**src/rtl/tx_frame_loader.sv**
```systemverilog
module tx_frame_loader #(
  parameter int DEPTH = 8,
  parameter int LW    = $clog2(DEPTH*4+5)
) (
  input  logic          clk,
  input  logic          rst_n,
  input  logic          push_i,
  input  logic          last_i,
  input  logic [31:0]   data_i,
  input  logic [1:0]    last_bytes_i,
  input  logic          ack_i,
  output logic          load_ok_o,
  output logic [LW-1:0] frame_len_o,
  output logic          done_o,
  output logic [11:0]   status_o,
  output logic          mac_valid_o,
  output logic [7:0]    mac_byte_o,
  output logic          mac_last_o,
  input  logic          mac_ready_i,
  input  logic          mac_done_i,
  input  logic [6:0]    mac_res_i,
  input  logic [3:0]    mac_col_i
);
  localparam int AW = (DEPTH > 1) ? $clog2(DEPTH) : 1;

  typedef enum logic [1:0] {S_LOAD, S_SEND, S_WAIT} st_t;
  st_t st_q;

  logic [31:0]   mem [DEPTH];
  logic [AW-1:0] wp_q, rp_q;
  logic [AW:0]   cnt_q;
  logic [31:0]   last_q;
  logic [2:0]    last_n_q;
  logic [1:0]    bidx_q;
  logic [LW-1:0] len_q;
  logic          done_q, ovf_q;
  logic [10:0]   res_q;

  logic        loading, push_ok, push_ovf, close, fire, word_end, pop;
  logic [2:0]  tail_n, cur_n;
  logic [31:0] cur_word;

  assign loading  = (st_q == S_LOAD);
  assign push_ok  = loading && push_i && (cnt_q != (AW+1)'(DEPTH));
  assign push_ovf = loading && push_i && (cnt_q == (AW+1)'(DEPTH));
  assign close    = loading && last_i;
  assign tail_n   = (last_bytes_i == 2'd0) ? 3'd4 : {1'b0, last_bytes_i};

  assign cur_word = (cnt_q != '0) ? mem[rp_q] : last_q;
  assign cur_n    = (cnt_q != '0) ? 3'd4 : last_n_q;
  assign word_end = ({1'b0, bidx_q} == cur_n - 3'd1);
  assign fire     = mac_valid_o && mac_ready_i;
  assign pop      = fire && word_end && (cnt_q != '0);

  assign mac_valid_o = (st_q == S_SEND);
  assign mac_byte_o  = cur_word[8*bidx_q +: 8];
  assign mac_last_o  = mac_valid_o && (cnt_q == '0) && word_end;
  assign load_ok_o   = loading;
  assign frame_len_o = len_q;
  assign done_o      = done_q;
  assign status_o    = {ovf_q, res_q};

  always_ff @(posedge clk) begin
    if (push_ok) mem[wp_q] <= data_i;
  end

  always_ff @(posedge clk or negedge rst_n) begin
    if (!rst_n) begin
      st_q     <= S_LOAD;
      wp_q     <= '0;
      rp_q     <= '0;
      cnt_q    <= '0;
      last_q   <= '0;
      last_n_q <= 3'd4;
      bidx_q   <= '0;
      len_q    <= '0;
      done_q   <= 1'b0;
      ovf_q    <= 1'b0;
      res_q    <= '0;
    end else begin
      if (push_ok) wp_q <= (wp_q == AW'(DEPTH-1)) ? '0 : wp_q + 1'b1;
      if (pop)     rp_q <= (rp_q == AW'(DEPTH-1)) ? '0 : rp_q + 1'b1;
      if (push_ok && !pop)      cnt_q <= cnt_q + 1'b1;
      else if (pop && !push_ok) cnt_q <= cnt_q - 1'b1;

      if (ack_i) ovf_q <= 1'b0;
      if (push_ovf) ovf_q <= 1'b1;

      if (ack_i) done_q <= 1'b0;

      case (st_q)
        S_LOAD: if (close) begin
          last_q   <= data_i;
          last_n_q <= tail_n;
          len_q    <= LW'({cnt_q, 2'b00}) + LW'(tail_n);
          bidx_q   <= '0;
          st_q     <= S_SEND;
        end
        S_SEND: if (fire) begin
          if (word_end) begin
            bidx_q <= '0;
            if (cnt_q == '0) st_q <= S_WAIT;
          end else begin
            bidx_q <= bidx_q + 1'b1;
          end
        end
        S_WAIT: if (mac_done_i) begin
          res_q  <= {mac_col_i, mac_res_i};
          done_q <= 1'b1;
          st_q   <= S_LOAD;
        end
        default: st_q <= S_LOAD;
      endcase
    end
  end
endmodule


```
**config.mk**
```make
export PLATFORM = sky130hd
export DESIGN_NAME = tx_frame_loader
export DESIGN_NICKNAME = d
export VERILOG_FILES = /design/src/rtl/tx_frame_loader.sv
export SDC_FILE = /design/constraint.sdc
export NUM_CORES = 1
export LEC_CHECK = 0
export ABC_AREA = 1
export BUFFER_PORTS_ARGS = -buffer_cell sky130_fd_sc_hd__clkbuf_2
export CORE_MARGIN = 4
export CORE_UTILIZATION = 40
export DETAILED_ROUTE_END_ITERATION = 16
export HOLD_SLACK_MARGIN = 0.03
export PLACE_DENSITY = 0.59
export SLEW_MARGIN = 30
export SYNTH_ARGS = -nofsm -noshare
export SYNTH_HDL_FRONTEND = slang
export SYNTH_SLANG_ARGS = --single-unit
```
**constraint.sdc**
```tcl
create_clock -name clk -period 10.1 [get_ports clk]
set_clock_uncertainty 0.2 [all_clocks]
set_input_delay 1.515 -clock clk [delete_from_list [all_inputs] [get_ports clk]]
set_output_delay 1.515 -clock clk [all_outputs]
set_load 0.005 [all_outputs]
```
==> results of run 1 <==
-- power groups by stage --
stage | Combinational, uW | Sequential, uW | Clock (uW)
6_report | 1270 | 1640 | 1220
5_1_grt | 1440 | 1650 | 1310
2_1_floorplan | 961 | 1600 | 0
4_1_cts | 1280 | 1640 | 1250
3_3_place_gp | 1250 | 1660 | 0
3_5_place_dp | 1270 | 1660 | 0
-- metal layers --
metal	track usage	vias to the layer above	share of wire
li1	-	4408	-
met1	0.259	4562	0.44
met2	0.303	274	0.47
met3	0.0338	53	0.071
met4	0.0452	2	0.017
met5	0	-	0.00059
-- final cells by class --
class                   count  area [um^2]  area share
clock inverters            11          103     0.00662
clock buffers              54          998      0.0645
well taps                 448          561      0.0362
inverters                  52          196      0.0127
repair buffers             98          543      0.0351
flip-flops and latches    322         9350       0.603
multi-input cells         815         3740       0.242
-- state kept, by name, summed over array words and instances (netlist names) --
name         count
ovf_q            1
last_n_q         3
bidx_q           2
res_q           11
rp_q             3
cnt_q            4
frame_len_o      4
last_q          32
wp_q             3
st_q             2
mem            256
done_o           1
-- synth_stat cells --
master,count
nand2_1,476
edfxtp_1,256
nand3_1,235
dfrtp_1,65
inv_1,47
buf_2,30
o21ai_0,24
buf_6,17
nor2_1,17
o21ai_1,16
mux2_2,12
clkbuf_1,11
ha_1,10
buf_1,7
buf_4,6
inv_2,5
a21oi_1,4
xor2_1,4
nor2_4,3
xnor2_1,3
nand2_2,2
nor2_2,2
nor3_1,2
clkbuf_2,1
dfstp_2,1
fa_1,1
nand3b_1,1
o21a_1,1
o32ai_1,1
or2_2,1
-- final timing paths --
kind	startpoint	to	slack (ps)	cells past startpoint
max in group asynchronous	rst_n	rp_q[0]	8320	1
hold reg to reg	last_q[7]	last_q[7]	270	2
hold / removal	last_q[7]	last_q[7]	270	2
setup / recovery	rp_q[0]	mac_byte_o[4]	4710	11
setup reg to reg	cnt_q[1]	cnt_q[3]	6220	18
min in group asynchronous	rst_n	last_q[12]	850	1
-- through the flow --
stage	std cells	util	hold WS, ps	total power (uW)	setup WS (ps)
after floorplan	1261	-	244	2560	5330
after global placement	1735	0.428	257	2910	5230
after detailed placement	1735	0.428	260	2930	5300
after CTS	1800	0.461	276	4170	4750
after global routing	1800	0.461	291	4400	4550
final	1800	0.461	273	4130	4710
-- kinds of logic (layout without fill, tap and decap cells) --
logic type,Yosys count,count (layout),share of synthesized area
buffers and inverters,124,215,0.0478
xor gates and xnor gates,7,7,0.00448
DFF,322,322,0.683
AOI/OAI and AO/OA,46,46,0.0173
adders and majority gates,11,11,0.0106
muxes,12,12,0.00988
and+or+nand+nor,739,739,0.227
-- critical path, cell delays in order (launching register included) --
cell and delay (ps):
dfrtp_4 890, clkinv_2 580, buf_6 430, nand2_1 160, nand3_1 90, nand3_1 140
nand3_1 110, nand2_1 160, nand2_1 90, nand2_1 70, nand2_1 120, clkbuf_2 140
==> impl_metrics.tcl, run 1 <==
set metrics [dict create \
    wl_per_cell_um 19.0 \
    clkTransAtPathRegs_ps 60 \
    port_buffers 81 \
    rsz0062_at_grt "false" \
    avgViaCountPerCell 5.17 \
    required_ps 8390 \
    path_class "flip-flop to output pin" \
    timing.final.crit_share 0.534 \
    status "finished clean" \
    holdBufCountCts 0 \
    final_common_cell "nand2_1" \
    grt.total_usage 0.185 \
    synth_area_leaders "edfxtp_1, nand2_1, dfrtp_1" \
    critPathLaunchType "flip-flop" \
    power_frac_comb 0.307 \
    syn_area_um2 13700 \
    leakage_uw 0.00641 \
    dpl.hpwl_mm 17.4 \
    final_area_um2 15500 \
    cts.repair.resized 0 \
    nNetsFinal 1388 \
    finalSetupViolations 0 \
    ir_worst_vdd_uv 138 \
    grt_start_max_net_pins 101 \
    switching_power_uw 1490 \
    cts_tree "built" \
    gp_congestion 0.745 \
    slew_headroom 0.372 \
    drc 0 \
    detail-route-antenna-nets 0 \
    grt_pass1_wl_mm 53.0 \
    yosysUniqueCellTypes 30 \
    syn_inst 1261 \
    clock_path_buffers 3 \
    max_freq_ghz 0.186 \
    intPower_uw 2640 \
    cts_setup_buffers 0 \
    hold_path.class "flip-flop to flip-flop" \
    synth_top_area_share 0.562 \
    dr.pass1.iters 5 \
    critPathArrivalTime_ps 3680 \
    root_buffer "clkbuf_16" \
    pwr_density_cell_nw_per_um2 267 \
    tightest_slew_ps 943 \
    clock_latency_ps 500 \
    yosys_warnings 0 \
    swShare 0.360 \
    boundaryPins 82 \
    grt_pass1_vias 9200 \
    h-tree-depth 2 \
    die_width_um 193 \
    drv_cap 0 \
    initial_core_util 0.407 \
    vias 9299 \
    antenna_found_initial 1 \
    drv_slew 0 \
    numCtsBuffers 36 \
    cp_max_fo 100 \
    yosysSeqAreaShare 0.683 \
    tns_ps 0 \
    ys_ff_latch 322 \
    die_area_um2 37200 \
    syn2layout_area_growth_pct 13.2 \
    die_h_um 193 \
    drive_above_1_share 0.135 \
    routed_wl_mm 34.1 \
    fillers 3153 \
    drtIter0Drc 663 \
    clkPwrFrac 0.296 \
    fp.coreArea_um2 33600 \
    synth_nets 1324 \
    worst_setup_path_end_kind "output pin" \
    cts_sinks 322 \
    place_area_um2 14400 \
    syn_area_per_cell_um2 10.9 \
    synth_top_cell_by_area "edfxtp_1" \
    rows 67 \
    period_minus_slack_ps 5390 \
    final_cell_mix "nand2_1, edfxtp_1, nand3_1" \
    gr-total-overflow 0 \
    insertedDiodeCount 0 \
    seqPwrFrac 0.396 \
    hold_viol 0 \
]
Note: power is estimated with default switching activity, not from simulation.
==> run 2, diff against run 1 <==
- PLACE_DENSITY: 0.59 -> 0.61
- clock period: 10.1 -> 4.8 ns (I/O delays scaled with it)
==> run 2 against run 1 <==
  * Clock power rose by 110%
  * Via count fell by 0.62%
  * Worst setup slack got worse by 3700 ps
  * First-iteration DRC count up 19%
  * Worst hold slack got worse by 240 ps
==> impl_metrics.tcl, run 2 (same netlist as run 1, synthesis figures left out) <==
set metrics [dict create \
    cts_tree "built" \
    vias 9241 \
    final_common_cell "nand2_1" \
    syn2layout_area_growth_pct 13.6 \
    leakage_uw 0.00643 \
    detail-route-antenna-nets 0 \
    drtIter0Drc 787 \
    grt_use_met1 0.261 \
    tightest_slew_ps 936 \
    drv_slew 0 \
    h-tree-depth 2 \
    dpl.hpwl_mm 18.2 \
    hold_path.class "input port to async pin" \
    top_register "mem" \
    grt_pass1_vias 8782 \
    reg2reg_depth 17 \
    final_cell_count_no_fill 1801 \
    swShare 0.356 \
    timing.rr.start "cnt_q[0]" \
    cts_setup_buffers 0 \
    cts_sinks 322 \
    r2r_slack_ps 1110 \
    die_h_um 193 \
    wl_per_cell_um 18.4 \
    numCtsBuffers 35 \
    critPathLaunchType "flip-flop" \
    rows 67 \
    grt-busiest-layer "met2" \
    grt_use_met3 0.0337 \
    antenna_found_initial 2 \
    pwr_density_cell_nw_per_um2 565 \
    initial_core_util 0.407 \
    r2r_end "cnt_q[3]" \
    switching_power_uw 3120 \
    largest_register_ffs 256 \
    worst_setup_path_end_kind "output pin" \
    grt_start_max_net_pins 105 \
    nNetsFinal 1389 \
    use_met2 0.278 \
    path_class "flip-flop to output pin" \
    final_cell_mix "nand2_1, edfxtp_1, nand3_1" \
    rsz0062_at_grt "false" \
    drc 0 \
    ir_worst_vdd_uv 258 \
    reg_top3 "mem x256, last_q x32, res_q x11" \
    port_buffers 81 \
    grt_pass1_wl_mm 51.0 \
    timing.final.crit_share 0.789 \
    dr.pass1.iters 5 \
    slew_headroom 0.376 \
    status "finished clean" \
    finish.utilization 0.462 \
    seqPwrFrac 0.386 \
    die_area_um2 37200 \
    drv_cap 0 \
    routed_wl_mm 33.1 \
    hold_viol 0 \
    intPower_uw 5650 \
    gp_congestion 0.782 \
    cts.repair.resized 0 \
    holdBufCountCts 0 \
    critPathArrivalTime_ps 2870 \
    cp_max_fo 44 \
    clkTransAtPathRegs_ps 60 \
    drive_above_1_share 0.136 \
    clock_latency_ps 500 \
    clkPwrFrac 0.298 \
    boundaryPins 82 \
    fillers 3024 \
    root_buffer "clkbuf_16" \
    period_minus_slack_ps 3790 \
    finalSetupViolations 0 \
    required_ps 3880 \
    grt.total_usage 0.178 \
    insertedDiodeCount 0 \
    power_frac_comb 0.316 \
    place.detailed.instances 1737 \
    die_width_um 193 \
    max_freq_ghz 0.264 \
    gr-total-overflow 0 \
    clock_path_buffers 3 \
    fp.coreArea_um2 33600 \
    tns_ps 0 \
    avgViaCountPerCell 5.13 \
]
run 2: changes by cell type in the layout (fill, tap and decap cells not counted), sizes merged:
cell    previous run  this run
buf               18        20
inv               53        54
clkinv             9         6
bufinv             1         3
clkbuf           134       133
run 2: power by group through the flow:
stage | clock [uW] | combinational, uW | sequential [uW]
floorplan | 0 | 2020 | 3370
global placement | 0 | 2730 | 3440
detailed placement | 0 | 2780 | 3440
CTS | 2670 | 2790 | 3390
global route | 2790 | 3120 | 3410
finish | 2620 | 2770 | 3390
run 2: stage by stage:
| step | power, uW | hold WS (ps) | area [um^2] | worst slack, ps |
|---|---|---|---|---|
| after floorplan | 5390 | 224 | 13700 | 825 |
| after global placement | 6170 | 257 | 14400 | 1230 |
| after detailed placement | 6220 | 260 | 14400 | 1120 |
| after CTS | 8850 | 183 | 15500 | 995 |
| after global routing | 9310 | 78.1 | 15500 | 834 |
| final | 8780 | 28.8 | 15500 | 1010 |
run 2: per-layer routing:
layer | vias to the layer above | share of wire
met5 | - | 0.00082
met4 | 4 | 0.017
met3 | 47 | 0.067
met2 | 315 | 0.45
met1 | 4470 | 0.46
li1 | 4405 | -
run 2: final cells by class:
type	count	area, um^2	area share
sequential	322	9350	0.601
clock inverter	11	140	0.00902
tap	448	561	0.0361
multi-input combinational	815	3740	0.241
clock buffer	53	973	0.0627
inverter	52	196	0.0126
timing repair buffer	100	579	0.0373
run 2: how the worst max path moves through the flow:
stage | startpoint | endpoint | depth (start not counted)
CTS | cnt_q[0] | mac_byte_o[5] | 10
floorplan | push_i | mem[3][0] | 6
global placement | cnt_q[0] | cnt_q[3] | 17
detailed placement | cnt_q[0] | cnt_q[3] | 17
global route | cnt_q[0] | cnt_q[3] | 17
finish | cnt_q[0] | mac_byte_o[5] | 10
run 2: critical path, stage by stage (launching register included):
cell,delay [ps]
dfrtp_1,480
nor2_4,80
nand2_2,420
buf_4,570
o21ai_0,140
inv_1,70
nand2_1,100
nand2_1,100
nand2_1,70
nand2_1,160
clkbuf_2,140
